File: config.mk
export PLATFORM = sky130hd
export DESIGN_NAME = sgpio_engine
export DESIGN_NICKNAME = d
export VERILOG_FILES = /design/src/rtl/sgpio_pkg.sv /design/src/rtl/sgpio_clkdiv.sv /design/src/rtl/sgpio_ctrl.sv /design/src/rtl/sgpio_shifter.sv /design/src/rtl/sgpio_engine.sv
export SDC_FILE = /design/constraint.sdc
export NUM_CORES = 1
export LEC_CHECK = 0
export CAP_MARGIN = 15
export CORE_UTILIZATION = 49
export CTS_BUF_LIST = sky130_fd_sc_hd__clkbuf_8 sky130_fd_sc_hd__clkbuf_16
export DETAILED_ROUTE_END_ITERATION = 6
export GPL_TIMING_DRIVEN = 0
export PLACE_DENSITY = 0.71
export SLEW_MARGIN = 20
export SYNTH_ARGS = -nofsm -noshare
export SYNTH_HDL_FRONTEND = slang
export SYNTH_SLANG_ARGS = --single-unit
File: constraint.sdc
create_clock -name clk_i -period 3.2 [get_ports clk_i]
set_input_delay 0.8 -clock clk_i [delete_from_list [all_inputs] [get_ports clk_i]]
set_output_delay 0.8 -clock clk_i [all_outputs]
set_load 0.02 [all_outputs]
File: src/rtl/sgpio_pkg.sv
package sgpio_pkg;
  localparam int unsigned EN_BIT  = 0;
  localparam int unsigned GRP_LSB = 6;
  localparam int unsigned GRP_W   = 4;
  localparam int unsigned DIV_LSB = 16;
  localparam int unsigned DIV_W   = 16;

  typedef struct packed {
    logic [DIV_W-1:0] div;
    logic [GRP_W-1:0] grp;
    logic             en;
  } sg_cfg_t;

  typedef enum logic [1:0] {
    ST_IDLE  = 2'd0,
    ST_LOAD  = 2'd1,
    ST_SHIFT = 2'd2
  } sg_state_e;

  function automatic sg_cfg_t cfg_unpack(input logic [31:0] w);
    sg_cfg_t c;
    c.en  = w[EN_BIT];
    c.grp = w[GRP_LSB +: GRP_W];
    c.div = w[DIV_LSB +: DIV_W];
    return c;
  endfunction
endpackage

File: src/rtl/sgpio_clkdiv.sv
module sgpio_clkdiv
  import sgpio_pkg::*;
(
  input  logic             clk_i,
  input  logic             rst_ni,
  input  logic             run_i,
  input  logic [DIV_W-1:0] div_i,
  output logic             sclk_o,
  output logic             rise_o,
  output logic             fall_o
);
  logic [DIV_W-1:0] cnt_q;
  logic             tick;

  assign tick   = run_i && (cnt_q == div_i);
  assign rise_o = tick && !sclk_o;
  assign fall_o = tick && sclk_o;

  always_ff @(posedge clk_i or negedge rst_ni) begin
    if (!rst_ni) begin
      cnt_q  <= '0;
      sclk_o <= 1'b0;
    end else if (!run_i) begin
      cnt_q  <= '0;
      sclk_o <= 1'b0;
    end else if (tick) begin
      cnt_q  <= '0;
      sclk_o <= ~sclk_o;
    end else begin
      cnt_q  <= cnt_q + 1'b1;
    end
  end

  // half-period counter never passes the divider value
  a_r2_cnt_bound: assert property (@(posedge clk_i) disable iff (!rst_ni)
    run_i |-> (cnt_q <= div_i));
  // clock parks low whenever not shifting
  a_r2_idle_low: assert property (@(posedge clk_i) disable iff (!rst_ni)
    !run_i |=> !sclk_o);
endmodule

File: src/rtl/sgpio_ctrl.sv
module sgpio_ctrl
  import sgpio_pkg::*;
#(
  parameter int unsigned MAX_GROUPS = 10,
  parameter int unsigned CNT_W      = 7
) (
  input  logic             clk_i,
  input  logic             rst_ni,
  input  logic             cfg_we_i,
  input  logic [31:0]      cfg_wdata_i,
  input  logic             fall_i,
  output logic             load_o,
  output logic             run_o,
  output logic             frame_end_o,
  output logic [CNT_W-1:0] bit_idx_o,
  output logic [DIV_W-1:0] div_o,
  output logic [CNT_W-1:0] npins_o
);
  sg_cfg_t        pend_q, pend_n, act_q;
  sg_state_e      state_q, state_d;
  logic [CNT_W-1:0] bit_q;
  logic [GRP_W-1:0] grp_c;
  logic           boundary, go;

  assign pend_n = cfg_we_i ? cfg_unpack(cfg_wdata_i) : pend_q;
  assign grp_c  = (act_q.grp > GRP_W'(MAX_GROUPS)) ? GRP_W'(MAX_GROUPS) : act_q.grp;
  assign npins_o = CNT_W'(grp_c) << 3;
  assign div_o   = act_q.div;

  assign load_o      = (state_q == ST_LOAD);
  assign run_o       = (state_q == ST_SHIFT);
  assign bit_idx_o   = bit_q;
  assign frame_end_o = run_o && fall_i && (bit_q == npins_o - 1'b1);
  assign boundary    = (state_q == ST_IDLE) || frame_end_o;
  assign go          = pend_n.en && (pend_n.grp != '0);

  always_comb begin
    state_d = state_q;
    unique case (state_q)
      ST_IDLE:  state_d = go ? ST_LOAD : ST_IDLE;
      ST_LOAD:  state_d = ST_SHIFT;
      ST_SHIFT: if (frame_end_o) state_d = go ? ST_LOAD : ST_IDLE;
      default:  state_d = ST_IDLE;
    endcase
  end

  always_ff @(posedge clk_i or negedge rst_ni) begin
    if (!rst_ni) begin
      pend_q  <= '0;
      act_q   <= '0;
      state_q <= ST_IDLE;
      bit_q   <= '0;
    end else begin
      pend_q  <= pend_n;
      state_q <= state_d;
      if (boundary) act_q <= pend_n;
      if (load_o) bit_q <= '0;
      else if (run_o && fall_i) bit_q <= bit_q + 1'b1;
    end
  end

  // bit index stays inside the frame
  a_r6_bit_bound: assert property (@(posedge clk_i) disable iff (!rst_ni)
    run_o |-> (bit_idx_o < npins_o));
  // settings frozen while a frame is in flight
  a_r7_cfg_frozen: assert property (@(posedge clk_i) disable iff (!rst_ni)
    (run_o && !frame_end_o) |=> ($stable(npins_o) && $stable(div_o)));
  // load is followed by shifting
  a_r3_load_then_run: assert property (@(posedge clk_i) disable iff (!rst_ni)
    load_o |=> run_o);
endmodule

File: src/rtl/sgpio_shifter.sv
module sgpio_shifter #(
  parameter int unsigned PINS  = 80,
  parameter int unsigned CNT_W = 7
) (
  input  logic             clk_i,
  input  logic             rst_ni,
  input  logic             out_we_i,
  input  logic [PINS-1:0]  out_wdata_i,
  input  logic             load_i,
  input  logic             rise_i,
  input  logic             fall_i,
  input  logic             frame_end_i,
  input  logic [CNT_W-1:0] bit_idx_i,
  input  logic [CNT_W-1:0] npins_i,
  input  logic             sdi_i,
  output logic             sdo_o,
  output logic [PINS-1:0]  in_val_o
);
  logic [PINS-1:0] out_q, sh_q, cap_q, keep;

  always_comb begin
    for (int i = 0; i < PINS; i++) keep[i] = (CNT_W'(i) < npins_i);
  end

  assign sdo_o = sh_q[0];

  always_ff @(posedge clk_i or negedge rst_ni) begin
    if (!rst_ni) begin
      out_q    <= '0;
      sh_q     <= '0;
      cap_q    <= '0;
      in_val_o <= '0;
    end else begin
      if (out_we_i) out_q <= out_wdata_i;
      if (load_i) sh_q <= out_q;
      else if (fall_i) sh_q <= {1'b0, sh_q[PINS-1:1]};
      if (rise_i) cap_q[bit_idx_i] <= sdi_i;
      if (frame_end_i) in_val_o <= cap_q & keep;
    end
  end

  // serial output only moves on a falling clock or a load
  a_r4_sdo_hold: assert property (@(posedge clk_i) disable iff (!rst_ni)
    !(load_i || fall_i) |=> $stable(sdo_o));
  // parallel inputs only change at a frame end
  a_r5_in_hold: assert property (@(posedge clk_i) disable iff (!rst_ni)
    !frame_end_i |=> $stable(in_val_o));
endmodule

File: src/rtl/sgpio_engine.sv
module sgpio_engine
  import sgpio_pkg::*;
#(
  parameter int unsigned MAX_GROUPS = 10,
  localparam int unsigned PINS = MAX_GROUPS * 8
) (
  input  logic            clk_i,
  input  logic            rst_ni,
  input  logic            cfg_we_i,
  input  logic [31:0]     cfg_wdata_i,
  input  logic            out_we_i,
  input  logic [PINS-1:0] out_wdata_i,
  input  logic            sdi_i,
  output logic            sclk_o,
  output logic            sdo_o,
  output logic            sld_o,
  output logic [PINS-1:0] in_val_o
);
  localparam int unsigned CNT_W = $clog2(PINS + 1);

  logic             load, run, frame_end, rise, fall;
  logic [CNT_W-1:0] bit_idx, npins;
  logic [DIV_W-1:0] div;

  sgpio_ctrl #(.MAX_GROUPS(MAX_GROUPS), .CNT_W(CNT_W)) u_ctrl (
    .clk_i(clk_i), .rst_ni(rst_ni), .cfg_we_i(cfg_we_i), .cfg_wdata_i(cfg_wdata_i),
    .fall_i(fall), .load_o(load), .run_o(run), .frame_end_o(frame_end),
    .bit_idx_o(bit_idx), .div_o(div), .npins_o(npins)
  );

  sgpio_clkdiv u_div (
    .clk_i(clk_i), .rst_ni(rst_ni), .run_i(run), .div_i(div),
    .sclk_o(sclk_o), .rise_o(rise), .fall_o(fall)
  );

  sgpio_shifter #(.PINS(PINS), .CNT_W(CNT_W)) u_shift (
    .clk_i(clk_i), .rst_ni(rst_ni), .out_we_i(out_we_i), .out_wdata_i(out_wdata_i),
    .load_i(load), .rise_i(rise), .fall_i(fall), .frame_end_i(frame_end),
    .bit_idx_i(bit_idx), .npins_i(npins), .sdi_i(sdi_i),
    .sdo_o(sdo_o), .in_val_o(in_val_o)
  );

  assign sld_o = load;

  // strobe lasts one clock and the serial clock is low with it
  a_r3_ld_pulse: assert property (@(posedge clk_i) disable iff (!rst_ni)
    sld_o |=> (!sld_o && !sclk_o));
endmodule

==> results of run 1 <==
worst reg2reg max path, delay by kind of cell, from the launching register on:
family	cells	cell delay [ns]
xor gates and xnor gates	1	0.19
adders and majority gates	1	0.31
buffers and inverters	4	1.32
DFF	1	0.36
muxes	1	0.35
and+or+nand+nor	3	0.35
through the flow:
step                      instance area [um2]  std cells
after floorplan                         17110       1499
after global placement                  19540       2140
after detailed placement                19650       2144
after CTS                               21060       2218
after global routing                    21080       2218
final                                   21080       2218
worst paths after layout:
check                                                        end  cells past startpoint
worst max-delay path                                       sld_o                      5
worst min-delay path                u_ctrl.div_o[11]$_DFFE_PN0P_                      1
worst max register to register  u_shift.in_val_o[27]$_DFFE_PN0P_                     10
worst min register to register       u_ctrl.pend_q[17]$_DFF_PN0_                      1
max in group asynchronous          u_shift.cap_q[33]$_DFFE_PN0P_                      3
min in group clk_i                   u_ctrl.pend_q[17]$_DFF_PN0_                      1
kinds of logic after synthesis:
group / after synthesis / synth area share (%)
flip-flops: 387 / 56.61
AO/OA/AOI/OAI: 149 / 6.421
XOR/XNOR: 35 / 1.792
AND/OR/NAND/NOR: 451 / 12.29
buffers and inverters: 191 / 4.578
adder cells (fa/ha/maj): 3 / 0.2194
multiplexers: 283 / 18.09
cells in the mapped netlist, types with 2 or more instances:
master	n
inv_1	78
o21ai_0	6
a21oi_1	52
nor3_1	64
buf_2	17
ha_1	3
and4_1	2
a31o_2	3
nand3_1	49
or2_2	2
mux2i_1	74
nor2_1	49
buf_4	10
mux2_1	30
nor4_2	4
xor2_1	23
o211ai_1	30
or4_1	3
a211o_1	11
nand4_1	14
and2_1	4
nand2_1	203
or3_1	32
a21o_1	2
nor2b_1	13
dfrtp_1	387
a221o_1	39
mux2_2	179
a31oi_1	2
xnor2_1	12
and3_1	4
clkbuf_1	75
buf_1	9
power groups by stage:
stage | clock network [mW] | registers (mW) | logic, mW
2_1_floorplan | 0 | 6.02 | 1.91
3_3_place_gp | 0 | 6.16 | 2.62
3_5_place_dp | 0 | 6.16 | 2.73
6_report | 4.83 | 6.09 | 2.75
5_1_grt | 5.12 | 6.16 | 3.06
4_1_cts | 4.91 | 6.08 | 2.75
timing repair:
item	4_1_cts	5_1_grt
setup buffers	0	0
resized for setup	2	5
setup endpoints to repair	1	104
flip-flops by register name (all words and copies together), names as in the netlist:
register	cells
u_ctrl.act_q	4
u_ctrl.bit_idx_o	7
u_ctrl.div_o	16
u_ctrl.pend_q	21
u_ctrl.state_q	2
u_div.cnt_q	16
u_div.sclk_o	1
u_shift.cap_q	80
u_shift.in_val_o	80
u_shift.out_q	80
u_shift.sh_q	80
per-layer routing:
metal	part of all wire, %	vias to the layer above	wire [um]	global-route usage [%]
li1	-	5666	-	-
met4	2.4	0	979	6.948
met5	0	-	0	0
met2	48	389	19700	38.21
met3	5.9	59	2432	3.892
met1	44	6141	18150	32.93
final cells by class:
type                            instances  area, um2
Sequential cell                       387       9684
Buffer                                111      488.0
Inverter                               79      299.0
Multi-Input combinational cell        921       6656
Fill cell                            2802      13380
Clock buffer                           57       1269
Tap cell                              455      569.3
Clock inverter                         18      140.1
Timing Repair Buffer                  190       1977
==> out/qor.yml, run 1 <==
clocking:
  cts_tree: "yes"
  h-tree-depth: 2
  insertion_delay_ns: 0.53
  cts.path.max_buffers: 3
  hold_buffers: 0
  clockRootBuffer: "clkbuf_16"
  cts.clk_slew.worst_paths_ns: 0.06
  cts_buffers: 41
  cts_sinks: 387
sta:
  rsz0062_at_grt: "false"
  finClkSkew_ns: 0.01912
  worst_pin_slew_ns: 0.9080
  maxSlewHeadroom_pct: 39.47
  layout_min_cycle_time_ns: 3.095
  setup_ws_ns: 0.1055
  timing_hold_violations_final: 0
  final.setup.tns_ns: 0
  timing.hold.ws_ns: 0.2380
  clock.fmax_ghz: 0.3232
  finalCritPeriodShare_pct: 96.70
  setup-violations-final: 0
  finalMaxSlewViolations: 0
grt:
  grt_max_degree: 94
  grt_pass1_wl_mm: 67.42
  grt_pass1_vias: 12450
  antenna_found_initial: 0
  grt.total_usage_pct: 23.64
  overflow: 0
floorplanning:
  dieWidth_um: 188.9
  die_y_um: 188.9
  std_cell_rows: 68
  core_um2: 34460
  pin_count: 200
  dieArea_um2: 35660
  start_util_pct: 49.65
routing:
  via_per_inst: 5.525
  wire_per_inst_um: 18.60
  ant_nets: 0
  drc: 0
  drt_iter0_drc: 922
  wl_mm: 41.26
  vias: 12260
  drtPass1Iterations: 5
power:
  p_switching_mw: 3.909
  leakagePower_nw: 8.932
  switching_share_pct: 28.58
  p_total_mw: 13.68
  power_frac_seq_pct: 44.5
  p_int_mw: 9.768
  ir_drop_v: 0.0003845
  power_frac_clock_pct: 35.3
  p_comb_share_pct: 20.1
  p_per_area_nw_per_um2: 648.7
synthesis:
  ys.flop_type: "dfrtp_1"
  synth_edf_count: 0
  netlist_area_um2: 17110
  syn_avg_cell_area_um2: 11.41
  synth_cell_types: 47
  syn_nets: 1619
  synth_warnings: 0
  synth.area.top_cells: "dfrtp_1, mux2_2, nand2_1, mux2i_1, a221o_1"
  synth-seq-area-share_pct: 56.61
  synth_area_leader_cell: "dfrtp_1"
  ys_seq_elements: 387
  synthArstFlopShare_pct: 100.0
  syn_inst: 1499
  synth_top_area_share_pct: 56.61
worst_setup_path:
  crit_chain: "inv_1, nand2_1, inv_4, buf_4, clkdlybuf4s50_1"
  cp.required_ns: 2.40
  crit_start: "u_ctrl.state_q[1]$_DFFE_PN0P_"
  crit_path_max_incr_delay_ns: 0.63
  cp.arrival_ns: 2.29
  cp_max_fo: 14
  r2r-start: "u_ctrl.act_q[4]$_DFFE_PN0P_"
  cp_top_family: "buffers and inverters"
  crit_buf_inv: 4
  critPathLaunchType: "flop"
  end_kind: "output pin"
  critPathSlowestCell: "clkdlybuf4s50_1"
  critical_path_class: "flop to output pin"
  reg2reg_slack_ns: 0.22
outcome:
  outcome: "finished, final reports clean"
cells_and_area:
  nets: 1851
  final_common_cell: "dfrtp_1"
  drive_above_1_share_pct: 16.90
  utilization_pct: 61.18
  synthToLayoutAreaGrowth_pct: 23.24
  final_cell_mix: "dfrtp_1, nand2_1, clkdlybuf4s50_1"
  antenna_cells: 0
placement:
  io_buffers: 186
  dp_hpwl_mm: 28.78
  place_ws_ns: -0.09842
  gp_congestion: 0.8239
hold_path:
  hold_class: "input pin to async pin"
run:
  max_cap_viol_count: 0
Note: power is estimated with default switching activity, not from simulation.
==> run 2, diff against run 1 <==
CORE_MARGIN = 3   (was default)
clock period = 3.5 ns   (was 3.2 ns; I/O delays follow)
==> run 2 against run 1 <==
Against the previous run:
- power decreased by 8.9%
- clock power decreased by 9.3%
- cell count decreased by 0.27%
- flip-flop and latch count unchanged
- critical path type unchanged
- largest power group unchanged
- clock skew up 0.0026 ns
- first-iteration DRC count down 4.7%
==> out/qor.yml, run 2 (synthesis results as in run 1) <==
clocking:
  clockRootBuffer: "clkbuf_16"
  cts_sinks: 387
  cts.clk_slew.worst_paths_ns: 0.06
  cts.path.max_buffers: 3
  insertion_delay_ns: 0.53
  cts_buffers: 42
  cts_setup_buffers: 0
  cts_tree: "yes"
  h-tree-depth: 2
cells_and_area:
  final_common_cell: "dfrtp_1"
  utilization_pct: 61.99
  drive_above_1_share_pct: 16.62
  final_cell_mix: "dfrtp_1, nand2_1, clkdlybuf4s50_1"
  nets: 1852
  fin_cells: 2212
  synthToLayoutAreaGrowth_pct: 23.02
power:
  leakagePower_nw: 8.927
  ir_drop_v: 0.0003559
  switching_share_pct: 28.52
  power_frac_clock_pct: 35.2
  power_frac_seq_pct: 44.7
  p_switching_mw: 3.553
  p_comb_share_pct: 20.1
  p_total_mw: 12.46
  p_per_area_nw_per_um2: 591.8
  p_int_mw: 8.903
floorplanning:
  core_um2: 33950
  dieArea_um2: 37190
  dieWidth_um: 192.9
  start_util_pct: 50.39
  std_cell_rows: 67
  pin_count: 200
  die_y_um: 192.9
routing:
  via_per_inst: 5.532
  ant_nets: 0
  drc: 0
  vias: 12240
  wire_per_inst_um: 18.69
  wl_mm: 41.35
  drt_iter0_drc: 879
  drtPass1Iterations: 5
grt:
  use_met2_pct: 36.93
  grt_util_met1_pct: 31.20
  grt_pass1_vias: 12580
  antenna_found_initial: 0
  busiest_layer: "met2"
  grt_max_degree: 97
  met3_usage_pct: 3.361
  overflow: 0
  grt_pass1_wl_mm: 66.56
  grt.total_usage_pct: 22.49
sta:
  worst_pin_slew_ns: 0.8108
  layout_min_cycle_time_ns: 3.371
  finClkSkew_ns: 0.02168
  rsz0062_at_grt: "false"
  maxSlewHeadroom_pct: 45.95
  finalMaxSlewViolations: 0
  final.setup.tns_ns: 0
  clock.fmax_ghz: 0.2966
  timing_hold_violations_final: 0
  setup-violations-final: 0
  finalCritPeriodShare_pct: 96.32
placement:
  dp_hpwl_mm: 29.12
  io_buffers: 186
  dp_cells: 2137
  gp_congestion: 0.8156
worst_setup_path:
  crit_chain: "inv_1, nand2_1, inv_2, buf_2, clkdlybuf4s50_1"
  cp.arrival_ns: 2.50
  timing.rr.end: "u_shift.in_val_o[27]$_DFFE_PN0P_"
  r2r-start: "u_ctrl.act_q[4]$_DFFE_PN0P_"
  critPathSlowestCell: "clkdlybuf4s50_1"
  cp_max_fo: 14
  r2r_cells: 10
  crit_path_max_incr_delay_ns: 0.66
  cp.required_ns: 2.62
  reg2reg_slack_ns: 0.37
  end_kind: "output pin"
  critPathLaunchType: "flop"
  critical_path_class: "flop to output pin"
run:
  max_cap_viol_count: 0
hold_path:
  hold_class: "input pin to async pin"
outcome:
  outcome: "finished, final reports clean"
## run 2: changes by cell type in the layout (fill, tap and decap cells not counted), sizes merged
cell / delta
clkinv: -2
clkbuf: -1
diode: +1
inv: +3
## run 2: what timing repair did
| item | 4_1_cts | 5_1_grt |
|---|---|---|
| endpoints found under the setup margin | 1 | 0 |
| gates resized for setup | 1 | 0 |
| hold buffers | 0 | 0 |
## run 2: critical path, delay by kind of cell (launching register included)
family        cells  cell delay [ns]
buf+inv           4             1.39
flops             1             0.39
simple gates      1             0.17
## run 2: layout make-up
type | count | area, um2
buffer | 111 | 484.2
clock inverter | 19 | 141.4
fill | 2715 | 12900
multi-input combinational | 921 | 6645
timing repair buffer | 190 | 1977
clock buffer | 56 | 1255
sequential | 387 | 9684
antenna | 1 | 2.502
inverter | 79 | 296.5
tap | 448 | 560.5
## run 2: metrics by stage
step | worst slack [ns] | area [um2] | hold WS (ns)
6_report | 0.1287 | 21050 | 0.2294
5_1_grt | 0.05363 | 21040 | 0.2508
4_1_cts | 0.1103 | 21040 | 0.2295
3_5_place_dp | 0.08994 | 19650 | 0.4830
3_3_place_gp | -15.14 | 19530 | 0.4731
2_1_floorplan | 0.9442 | 17110 | 0.4460
## run 2: power groups by stage
stage               clock network, mW  logic [mW]  registers [mW]
global route                     4.66        2.80            5.63
finish                           4.38        2.51            5.57
CTS                              4.47        2.52            5.56
detailed placement                  0        2.50            5.63
floorplan                           0        1.74            5.50
global placement                    0        2.41            5.63
## run 2: worst max-delay path by stage
stage,end,slack (ns),start,cells after the start
3_5_place_dp,sld_o,0.09,u_ctrl.state_q[1]$_DFFE_PN0P_,6
3_3_place_gp,u_shift.in_val_o[10]$_DFFE_PN0P_,-15.14,rst_ni,1
4_1_cts,sld_o,0.11,u_ctrl.state_q[1]$_DFFE_PN0P_,5
5_1_grt,sld_o,0.05,u_ctrl.state_q[1]$_DFFE_PN0P_,5
6_report,sld_o,0.13,u_ctrl.state_q[1]$_DFFE_PN0P_,5
2_1_floorplan,u_ctrl.act_q[1]$_DFFE_PN0P_,0.94,u_ctrl.act_q[4]$_DFFE_PN0P_,10
## run 2: layer usage
| layer | vias to the layer above | routed length [um] |
|---|---|---|
| li1 | 5664 | - |
| met1 | 6145 | 18370 |
| met2 | 361 | 19730 |
| met3 | 66 | 2282 |
| met4 | 0 | 970 |
| met5 | - | 0 |
